## config.mk

```make
export PLATFORM = sky130hd
export DESIGN_NAME = tsf_accum_engine
export DESIGN_NICKNAME = d
export VERILOG_FILES = /design/src/rtl/tsf_pkg.sv /design/src/rtl/tsf_regfile.sv /design/src/rtl/tsf_addsub_chain.sv /design/src/rtl/tsf_accum_engine.sv
export SDC_FILE = /design/constraint.sdc
export NUM_CORES = 1
export LEC_CHECK = 0
export BUFFER_PORTS_ARGS = -buffer_cell sky130_fd_sc_hd__buf_2
export CORE_UTILIZATION = 50
export DETAILED_ROUTE_END_ITERATION = 8
export PLACE_DENSITY_LB_ADDON = 0.1
export SLEW_MARGIN = 20
export SYNTH_ARGS = -nofsm -noshare
export SYNTH_HDL_FRONTEND = slang
export SYNTH_SLANG_ARGS = --single-unit
```

## constraint.sdc

```tcl
create_clock -name clk -period 10.7 [get_ports clk]
set_clock_uncertainty 0.1 [all_clocks]
set_input_delay 1.07 -clock clk [delete_from_list [all_inputs] [get_ports clk]]
set_output_delay 1.07 -clock clk [all_outputs]
set_load 0.03 [all_outputs]
```

## src/rtl/tsf_pkg.sv

```systemverilog
package tsf_pkg;

  typedef enum logic [1:0] {
    OP_NONE = 2'd0,
    OP_ADD  = 2'd1,
    OP_SUB  = 2'd2
  } op_e;

  // Map an incoming code to an action; binary mode never skips.
  function automatic op_e decode_code(input logic binary, input logic [1:0] code);
    if (binary) begin
      return code[0] ? OP_ADD : OP_SUB;
    end
    case (code)
      2'b01:   return OP_ADD;
      2'b11:   return OP_SUB;
      default: return OP_NONE;
    endcase
  endfunction

endpackage

```

## src/rtl/tsf_regfile.sv

```systemverilog
module tsf_regfile #(
  parameter int W = 16,
  parameter int D = 32,
  localparam int AW = $clog2(D)
) (
  input  logic          clk,
  input  logic          we,
  input  logic [AW-1:0] waddr,
  input  logic [W-1:0]  wdata,
  input  logic [AW-1:0] raddr,
  output logic [W-1:0]  rdata
);

  logic [W-1:0] mem [D];

  // Read-first synchronous RAM, suitable for block RAM inference.
  always_ff @(posedge clk) begin
    if (we) mem[waddr] <= wdata;
    rdata <= mem[raddr];
  end

endmodule

```

## src/rtl/tsf_addsub_chain.sv

```systemverilog
module tsf_addsub_chain #(
  parameter int W = 16
) (
  input  logic [W-1:0] a,
  input  logic [W-1:0] b,
  input  logic         sub,
  output logic [W-1:0] sum,
  output logic         cb_out
);

  logic [W:0]   c;
  logic [W-1:0] bx;

  assign c[0] = sub;

  for (genvar k = 0; k < W; k++) begin : g_cell
    assign bx[k]    = b[k] ^ sub;
    assign sum[k]   = a[k] ^ bx[k] ^ c[k];
    assign c[k+1]   = (a[k] & bx[k]) | (c[k] & (a[k] ^ bx[k]));
  end

  // Carry for add, borrow for subtract.
  assign cb_out = c[W] ^ sub;

  // the bit chain agrees with a whole-word reference.
  logic [W:0] ref_w;
  always_comb begin
    ref_w = {1'b0, a} + {1'b0, (sub ? ~b : b)} + {{W{1'b0}}, sub};
    a_r1_chain_matches: assert ({c[W], sum} == ref_w);
  end

endmodule

```

## src/rtl/tsf_accum_engine.sv

```systemverilog
module tsf_accum_engine #(
  parameter int SF_W     = 16,
  parameter int ACC_W    = 16,
  parameter int SF_ROWS  = 32,
  parameter int ACC_ROWS = 32,
  localparam int SF_AW   = $clog2(SF_ROWS),
  localparam int ACC_AW  = $clog2(ACC_ROWS)
) (
  input  logic              clk,
  input  logic              rst,
  input  logic              mode_binary,
  input  logic              sf_we,
  input  logic [SF_AW-1:0]  sf_waddr,
  input  logic [SF_W-1:0]   sf_wdata,
  input  logic              in_valid,
  output logic              in_ready,
  input  logic [SF_AW-1:0]  in_sf_row,
  input  logic [ACC_AW-1:0] in_acc_row,
  input  logic [1:0]        in_code,
  input  logic              clr,
  input  logic              rd_req,
  input  logic [ACC_AW-1:0] rd_addr,
  output logic              rd_valid,
  output logic [ACC_W-1:0]  rd_data,
  output logic              last_cb,
  output logic              busy
);
  import tsf_pkg::*;

  localparam logic [ACC_AW-1:0] LAST_ROW = ACC_AW'(ACC_ROWS - 1);

  // ---------------- control state ----------------
  logic              clr_pend, clearing;
  logic [ACC_AW-1:0] clr_cnt;
  logic              rd_pend, rd_issue_d;
  logic [ACC_AW-1:0] rd_addr_q;

  // ---------------- pipeline state ----------------
  logic              s1_v, s1_sub;
  logic [ACC_AW-1:0] s1_row;
  logic              s2_v;
  logic [ACC_AW-1:0] s2_row;
  logic [ACC_W-1:0]  s2_res;
  logic              wb_v;
  logic [ACC_AW-1:0] wb_row;
  logic [ACC_W-1:0]  wb_res;

  logic              drained, start_clear, rd_issue, in_fire;
  op_e               dec_op;

  assign drained     = !s1_v && !s2_v;
  assign start_clear = clr_pend && drained && !clearing;
  assign rd_issue    = rd_pend && drained && !clr_pend && !clearing;
  assign in_ready    = !rd_pend && !clr_pend && !clearing;
  assign in_fire     = in_valid && in_ready;
  assign dec_op      = decode_code(mode_binary, in_code);
  assign busy        = s1_v || s2_v || clr_pend || clearing || rd_pend || rd_issue_d;

  // ---------------- memories (read stage) ----------------
  logic [SF_W-1:0]   sf_q;
  logic [ACC_W-1:0]  acc_q;
  logic              acc_we;
  logic [ACC_AW-1:0] acc_waddr, acc_raddr;
  logic [ACC_W-1:0]  acc_wdata;

  assign acc_raddr = rd_issue ? rd_addr_q : in_acc_row;
  assign acc_we    = clearing || s2_v;
  assign acc_waddr = clearing ? clr_cnt : s2_row;
  assign acc_wdata = clearing ? '0 : s2_res;

  tsf_regfile #(.W(SF_W), .D(SF_ROWS)) u_sf_mem (
    .clk   (clk),
    .we    (sf_we),
    .waddr (sf_waddr),
    .wdata (sf_wdata),
    .raddr (in_sf_row),
    .rdata (sf_q)
  );

  tsf_regfile #(.W(ACC_W), .D(ACC_ROWS)) u_acc_mem (
    .clk   (clk),
    .we    (acc_we),
    .waddr (acc_waddr),
    .wdata (acc_wdata),
    .raddr (acc_raddr),
    .rdata (acc_q)
  );

  // ---------------- compute stage ----------------
  logic [ACC_W-1:0] sf_ext, acc_fwd, sum_c;
  logic             cb_c;

  if (SF_W == ACC_W) begin : g_sf_same
    assign sf_ext = sf_q;
  end else begin : g_sf_ext
    assign sf_ext = {{(ACC_W-SF_W){sf_q[SF_W-1]}}, sf_q};
  end

  // Newest in-flight write to the same row wins.
  always_comb begin
    if (s2_v && s2_row == s1_row)      acc_fwd = s2_res;
    else if (wb_v && wb_row == s1_row) acc_fwd = wb_res;
    else                               acc_fwd = acc_q;
  end

  tsf_addsub_chain #(.W(ACC_W)) u_chain (
    .a      (acc_fwd),
    .b      (sf_ext),
    .sub    (s1_sub),
    .sum    (sum_c),
    .cb_out (cb_c)
  );

  // ---------------- sequential ----------------
  always_ff @(posedge clk) begin
    if (rst) begin
      s1_v       <= 1'b0;
      s1_sub     <= 1'b0;
      s1_row     <= '0;
      s2_v       <= 1'b0;
      s2_row     <= '0;
      s2_res     <= '0;
      wb_v       <= 1'b0;
      wb_row     <= '0;
      wb_res     <= '0;
      last_cb    <= 1'b0;
      clr_pend   <= 1'b0;
      clearing   <= 1'b0;
      clr_cnt    <= '0;
      rd_pend    <= 1'b0;
      rd_addr_q  <= '0;
      rd_issue_d <= 1'b0;
      rd_valid   <= 1'b0;
      rd_data    <= '0;
    end else begin
      // read stage
      s1_v   <= in_fire && (dec_op != OP_NONE);
      s1_row <= in_acc_row;
      s1_sub <= (dec_op == OP_SUB);
      // compute stage
      s2_v   <= s1_v;
      s2_row <= s1_row;
      s2_res <= sum_c;
      if (s1_v) last_cb <= cb_c;
      // store stage shadow, for forwarding past the RAM's read-first edge
      wb_v   <= s2_v;
      wb_row <= s2_row;
      wb_res <= s2_res;

      // clear sequencing
      if (clr)              clr_pend <= 1'b1;
      else if (start_clear) clr_pend <= 1'b0;
      if (start_clear) begin
        clearing <= 1'b1;
        clr_cnt  <= '0;
      end else if (clearing) begin
        if (clr_cnt == LAST_ROW) clearing <= 1'b0;
        clr_cnt <= clr_cnt + 1'b1;
      end

      // read sequencing
      if (rd_req && !rd_pend) begin
        rd_pend   <= 1'b1;
        rd_addr_q <= rd_addr;
      end else if (rd_issue) begin
        rd_pend <= 1'b0;
      end
      rd_issue_d <= rd_issue;
      rd_valid   <= rd_issue_d;
      if (rd_issue_d) rd_data <= acc_q;
    end
  end

  // ---------------- assertions ----------------
  a_r2_zero_no_write: assert property (@(posedge clk) disable iff (rst)
    (in_fire && !mode_binary && !in_code[0]) |=> ##1 !s2_v);

  a_r4_single_writer: assert property (@(posedge clk) disable iff (rst)
    $onehot0({clearing, s2_v}));

  a_r5_cb_holds: assert property (@(posedge clk) disable iff (rst)
    !s1_v |=> $stable(last_cb));

  a_r7_clear_on_empty: assert property (@(posedge clk) disable iff (rst)
    clearing |-> (!s1_v && !s2_v));

  a_r8_read_after_drain: assert property (@(posedge clk) disable iff (rst)
    rd_valid |-> !s2_v);

  a_r9_idle_ready: assert property (@(posedge clk) disable iff (rst)
    !busy |-> in_ready);

endmodule

```

==> results of run 1 <==
## cells in the final DEF (no fill, tap or decap), drive strengths merged, types with 2 or more instances in the layout
cell and n:
a211oi 258, a21oi 275, a311oi 256, a31oi 2, a32oi 2, and3 4
buf 186, bufinv 16, clkbuf 153, clkinv 42, clkinvlp 4, dfxtp 115
edfxtp 1024, fa 15, ha 2, inv 16, mux2 18, mux2i 59
mux4 160, nand2 273, nand2b 515, nand3 5, nand3b 5, nor2 130
nor2b 52, nor4 37, nor4b 3, o211ai 5, o21ai 4, o22ai 133
o32ai 2, or3 2, or3b 3, or4 2, xnor2 19, xor2 10
## metal layers
layer | vias to the layer above | global-route usage [%] | share of wire [%]
met5 | - | 0 | 0.034
met4 | 8 | 10.2 | 3.4
met3 | 242 | 3.76 | 6.8
met2 | 1386 | 45.2 | 49
met1 | 17200 | 35.9 | 40
li1 | 14600 | - | -
## how the worst max path moves through the flow
stage	end	slack, ps	depth (start not counted)
3_5_place_dp	last_cb	1520	27
4_1_cts	last_cb	1490	27
6_report	last_cb	1590	27
3_3_place_gp	last_cb	1550	27
5_1_grt	last_cb	1100	27
2_1_floorplan	last_cb	2180	27
## final cells by class
cell class	instances	area share, %
clock inverter	66	1.39
tap	1368	2.97
clock buffer	152	5.59
inverter	12	0.0913
timing repair buffer	187	2.33
multi-input combinational	2258	30.2
sequential	1139	57.4
antenna	1	0.00435
## state kept, by name, summed over array words and instances (netlist names), 5 cells and up
signal	count
s2_res	16
rd_data	16
clr_cnt	5
rd_addr_q	5
s1_row	5
s2_row	5
wb_res	16
u_acc_mem.rdata	16
u_sf_mem.mem	512
u_acc_mem.mem	512
wb_row	5
u_sf_mem.rdata	16
## logic make-up (layout without fill, tap and decap cells)
| group | count (synthesis) | after routing | share of synthesized area (%) |
|---|---|---|---|
| DFF | 1139 | 1139 | 64.0 |
| and+or+nand+nor | 1035 | 1035 | 10.7 |
| AOI/OAI and AO/OA | 940 | 940 | 12.7 |
| buffers and inverters | 359 | 417 | 2.91 |
| muxes | 237 | 237 | 8.52 |
| xor gates and xnor gates | 29 | 29 | 0.492 |
| adders and majority gates | 17 | 17 | 0.630 |
| other | 0 | 1 | 0 |
## power groups by stage
stage	logic (uW)	clock network, uW	registers [uW]
5_1_grt	1550	4460	5280
2_1_floorplan	875	0	5320
3_5_place_dp	1450	0	5370
4_1_cts	1450	4290	5270
6_report	1460	4230	5270
3_3_place_gp	1410	0	5360
## per-stage QoR
stage / setup WS, ps / instances / utilization, % / power [uW]
floorplan: 2180 / 3756 / - / 6200
global placement: 1550 / 4963 / 52.4 / 6770
detailed placement: 1520 / 4963 / 52.4 / 6820
CTS: 1490 / 5181 / 56.4 / 11000
global route: 1100 / 5182 / 56.4 / 11300
finish: 1590 / 5183 / 56.4 / 11000
==> reports/metrics.csv, run 1 <==
stage,metric,value,unit
place,port_buffers,64,
power_and_ir_drop,ir_worst_vdd,0.144,mV
worst_hold_path,min_to,wb_res[4],
global_route,first_global_vias,33000,
floorplanning,dieArea,105000,um^2
logic_synthesis,synth_top_area_share,59.6,%
clocking,cts_tree,built,
detailed_routing,dr_total_vias,33400,
power_and_ir_drop,swShare,26.0,%
sta,slew_headroom,14.1,%
clocking,cts.sinks,1139,
sta,hold_violations,0,
layout,design_area,57600,um^2
clocking,clk_path_buf_depth,3,
power_and_ir_drop,p_per_area,190,nW/um^2
floorplanning,core_area,102000,um^2
layout,seq_area,33100,um^2
flow_run,maxCapViolations,0,
detailed_routing,routedWlPerCell,27.4,um
setup_path,start_kind,flip-flop,
power_and_ir_drop,clockPowerShare,38.6,%
setup_path,cp_common_cell,fa_1,
setup_path,path_delay_family,adder cells,
setup_path,crit_type,reg -> reg,
detailed_routing,drcViolationCount,0,
place,gp_congestion,0.835,
clocking,cts_resized,0,
setup_path,worstPathMaxFanout,16,
floorplanning,die-width,323,um
logic_synthesis,synth_common_cells,"edfxtp_1 (1024), nand2b_1 (515), a21oi_1 (275)",
detailed_routing,ant_nets,0,
setup_path,required,11160,ps
floorplanning,initial_core_util,50.6,%
clocking,post-cts-setup-buffers,0,
sta,rsz0062_at_grt,false,
logic_synthesis,synthArstFlopShare,0,%
logic_synthesis,synth_edf_count,1024,
worst_hold_path,hp-start,s2_res[4],
sta,fin_crit_sh,85.2,%
setup_path,reg2reg_depth,27,
outcome,status,finished clean,
global_route,grt_max_degree,260,
logic_synthesis,avgSynthCellArea,13.7,um^2
floorplanning,fp.dieH,323,um
setup_path,critical_path.slowest_cell,fa_1,
floorplanning,rows,117,
setup_path,end_kind,flip-flop,
setup_path,rr_startpoint,s1_row[1],
setup_path,path_buf_inv,3,
logic_synthesis,syn_area,51600,um^2
logic_synthesis,yosys-top-cells-area,"edfxtp_1 (60%), mux4_2 (7.0%), nand2b_1 (6.2%)",
sta,fmax,110,MHz
detailed_routing,wirelength,142000,um
logic_synthesis,synth_cell_types,50,
sta,setup_tns,0,ps
logic_synthesis,syn_nets,3818,
global_route,grt_pass1_wl,210000,um
logic_synthesis,syn_inst,3756,
setup_path,rrSetupSlack,1590,ps
sta,min_period,9110,ps
layout,drive_above_1_share,16.5,%
layout,nets,3775,
power_and_ir_drop,power.leakage,0.0180,uW
clocking,clk_pin_slew,60,ps
worst_hold_path,hp-class,reg -> reg,
global_route,grt_overflow,0,
clocking,htree_levels,3,
detailed_routing,dr.pass1.iters,5,
power_and_ir_drop,p_sw,2860,uW
clocking,hold_buffers,0,
logic_synthesis,synth_area_leader_cell,edfxtp_1,
power_and_ir_drop,internal_power,8110,uW
detailed_routing,drtIter0Drc,3905,
setup_path,startpoint,s1_row[1],
logic_synthesis,ys_ff_latch,1139,
floorplanning,io_pins,65,
sta,hold_slack,382,ps
sta,maxSlewViolCount,0,
setup_path,cpPeakStageDelay,470,ps
sta,setup_viol,0,
setup_path,crit_arrival,9570,ps
power_and_ir_drop,p_comb_share,13.3,%
logic_synthesis,yosysMostFrequentCell,edfxtp_1,
place,postPlaceCellArea,53500,um^2
clocking,clk_latency,710,ps
logic_synthesis,ys.flop_type,edfxtp_1,
detailed_routing,vias_per_cell,6.45,
logic_synthesis,seq_area_frac_synth,64.0,%
worst_hold_path,min_path_cells,1,
layout,syn2layout_area_growth,11.5,%
global_route,antenna_found_initial,6,
clocking,cts-root-buf,clkbuf_16,
power_and_ir_drop,power_frac_seq,48.1,%
global_route,grtUsageTotal,27.0,%
layout,nFillCells,8018,
logic_synthesis,synth_warnings,0,
sta,worst_pin_slew,1280,ps
place,hpwl,78300,um
setup_path,r2r_end,last_cb,
clocking,numCtsBuffers,115,
layout,multi_input_area,17400,um^2
Power figures use the tool's default switching activity.
==> run 2: changes to the inputs <==
--- a/config.mk
+++ b/config.mk
@@ -5,6 +5,7 @@
 export SDC_FILE = /design/constraint.sdc
 export NUM_CORES = 1
 export LEC_CHECK = 0
+export ABC_AREA = 1
 export BUFFER_PORTS_ARGS = -buffer_cell sky130_fd_sc_hd__buf_2
 export CORE_UTILIZATION = 50
 export DETAILED_ROUTE_END_ITERATION = 8
==> run 2 against run 1 <==
- die area shrank 9.4%
- cell count grew 6.7%
- sequential share of layout area grew 5.9 points
- hold slack lost 16 ps
- total power shrank 5.5%
- combinational power shrank 17%
- non-clock buffer count shrank 26
- global-route usage shrank 1.6 points
- setup slack gained 350 ps
- routed wire length shrank 16%
- design area shrank 9.3%
- critical path type unchanged
- critical endpoint unchanged
- largest power group unchanged
==> reports/metrics.csv, run 2 <==
stage,metric,value,unit
power_and_ir_drop,p_per_area,198,nW/um^2
setup_path,r2r_end,last_cb,
layout,drive_above_1_share,8.77,%
worst_hold_path,hp-start,s2_res[6],
place,port_buffers,64,
layout,syn2layout_area_growth,11.7,%
detailed_routing,routedWlPerCell,21.7,um
detailed_routing,dr_total_vias,30100,
setup_path,end_kind,flip-flop,
setup_path,crit_arrival,9230,ps
setup_path,critical_path.slowest_cell,fa_1,
logic_synthesis,synth_compound_area_share,6.41,%
sta,slew_headroom,22.7,%
sta,setup_viol,0,
detailed_routing,vias_per_cell,5.44,
floorplanning,io_pins,65,
floorplanning,dieArea,94700,um^2
logic_synthesis,yosys.area_share.simple,15.2,%
logic_synthesis,synth-xor-area-share,0.375,%
power_and_ir_drop,p_total,10400,uW
detailed_routing,ant_nets,0,
clocking,cts_tree,built,
floorplanning,initial_core_util,50.8,%
logic_synthesis,synth_area_leader_cell,edfxtp_1,
flow_run,maxCapViolations,0,
setup_path,rrSetupSlack,1940,ps
detailed_routing,drcViolationCount,0,
layout,layout_commonest_cell,edfxtp_1,
setup_path,cp_common_cell,fa_1,
layout,nets,4256,
logic_synthesis,synth_cell_types,31,
sta,setup_tns,0,ps
layout,top_regs,"u_acc_mem.mem: 512 flops, u_sf_mem.mem: 512 flops",
logic_synthesis,synthArstFlopShare,0,%
clocking,cts_resized,0,
setup_path,worstPathMaxFanout,18,
clocking,cts.sinks,1139,
layout,seq_area,33100,um^2
worst_hold_path,hp-class,reg -> reg,
detailed_routing,wirelength,120000,um
setup_path,startpoint,s1_row[3],
logic_synthesis,ys.flop_type,edfxtp_1,
global_route,first_global_vias,28500,
sta,maxSlewViolCount,0,
power_and_ir_drop,ir_worst_vdd,0.153,mV
clocking,htree_levels,3,
logic_synthesis,synth_top_family_by_area,simple AND/OR/NAND/NOR gates,
floorplanning,fp.dieH,308,um
sta,rsz0062_at_grt,false,
floorplanning,rows,111,
worst_hold_path,min_path_cells,2,
logic_synthesis,synth_fa_ha_area_share,0.696,%
clocking,cts-root-buf,clkbuf_16,
worst_hold_path,min_to,wb_res[6],
global_route,grt_pass1_wl,180000,um
logic_synthesis,syn_inst,4150,
sta,hold_violations,0,
setup_path,rr_startpoint,s1_row[3],
logic_synthesis,seq_area_frac_synth,70.7,%
logic_synthesis,synth_top_area_share,65.8,%
sta,worst_pin_slew,1160,ps
logic_synthesis,syn_area,46800,um^2
place,hpwl,65100,um
sta,fin_crit_sh,81.9,%
floorplanning,core_area,92100,um^2
global_route,grt_max_degree,166,
global_route,grtUsageTotal,25.4,%
logic_synthesis,synth_warnings,0,
setup_path,cpPeakStageDelay,470,ps
clocking,numCtsBuffers,117,
power_and_ir_drop,power.leakage,0.0200,uW
clocking,clk_path_buf_depth,3,
sta,min_period,8760,ps
outcome,status,finished clean,
layout,multi_input_area,10800,um^2
logic_synthesis,ys_ff_latch,1139,
logic_synthesis,yosysMostFrequentCell,edfxtp_1,
layout,final_cell_mix,"edfxtp_1 (1024), nand2_1 (622), inv_1 (546)",
global_route,grt_overflow,0,
setup_path,start_kind,flip-flop,
logic_synthesis,synth_edf_count,1024,
sta,hold_slack,366,ps
detailed_routing,drtIter0Drc,3002,
place,gp_congestion,0.806,
setup_path,crit_type,reg -> reg,
setup_path,reg2reg_depth,29,
clocking,clk_pin_slew,60,ps
logic_synthesis,synth_common_cells,"edfxtp_1 (1024), nand2_1 (624), inv_1 (549)",
clocking,post-cts-setup-buffers,0,
logic_synthesis,synth.mux.area_fraction,0,%
setup_path,required,11170,ps
sta,fmax,114,MHz
logic_synthesis,yosys-top-cells-area,"edfxtp_1 (66%), nand3_1 (5.7%), nand2_1 (5.0%)",
layout,nFillCells,7733,
logic_synthesis,syn_nets,4212,
global_route,antenna_found_initial,3,
logic_synthesis,avgSynthCellArea,11.3,um^2
clocking,hold_buffers,0,
clocking,clk_latency,680,ps
detailed_routing,dr.pass1.iters,6,
floorplanning,die-width,308,um
run 2: cell types whose count changed in the layout (fill, tap and decap cells not counted), sizes merged, moves of 335 or more:
cell	previous run	this run
nand2b	515	0
nand3	5	532
nor2	130	474
nand2	273	625
o21ai	4	339
inv	16	551
run 2: worst max path at each step:
| stage | endpoint | slack (ps) | cells past startpoint |
|---|---|---|---|
| global route | last_cb | 1390 | 30 |
| detailed placement | last_cb | 1870 | 30 |
| global placement | last_cb | 1880 | 28 |
| CTS | last_cb | 1860 | 30 |
| floorplan | last_cb | 2290 | 23 |
| finish | last_cb | 1940 | 29 |
run 2: metrics by stage:
stage | instance area (um^2) | cells | worst slack, ps | util [%]
finish | 52200 | 5530 | 1940 | 56.7
global route | 52200 | 5530 | 1390 | 56.7
CTS | 52200 | 5529 | 1860 | 56.7
detailed placement | 48500 | 5318 | 1870 | 52.7
global placement | 48500 | 5318 | 1880 | 52.7
floorplan | 46800 | 4150 | 2290 | -
run 2: cell families (layout without fill, tap and decap cells):
kind of cell             count (synthesis)  after routing
buffers and inverters                  789            925
XOR/XNOR                                20             20
flip-flops                            1139           1139
AO/OA/AOI/OAI                          514            514
other                                    0              1
AND/OR/NAND/NOR                       1671           1671
adder cells (fa/ha/maj)                 17             17
run 2: worst max-delay path, delay by kind of cell (launching register included):
| family | cells | cell delay [ps] |
|---|---|---|
| adders and majority gates | 15 | 6490 |
| buffers and inverters | 6 | 920 |
| and+or+nand+nor | 4 | 380 |
| DFF | 1 | 330 |
| AOI/OAI and AO/OA | 3 | 320 |
| xor gates and xnor gates | 1 | 130 |
run 2: cell type report:
cell class,instances,area share [%]
diodes,1,0.00479
clock buffers,156,6.09
clock inverters,55,0.927
inverters,553,3.99
multi-input cells,2222,20.6
flip-flops and latches,1139,63.3
well taps,1243,2.98
repair buffers,161,2.10
run 2: per-layer routing:
layer | global-route usage, % | part of all wire [%] | wire, um
met1 | 34.7 | 43 | 51200
met2 | 41.4 | 48 | 57000
met3 | 3.69 | 6.0 | 7130
met4 | 9.53 | 3.7 | 4470
met5 | 0 | 0 | 0
run 2: where the power goes:
group / switching (uW) / total, uW / internal [uW]
logic: 927 / 1210 / 282
clock network: 1650 / 3930 / 2280
registers: 50.8 / 5220 / 5170
total: 2630 / 10400 / 7730
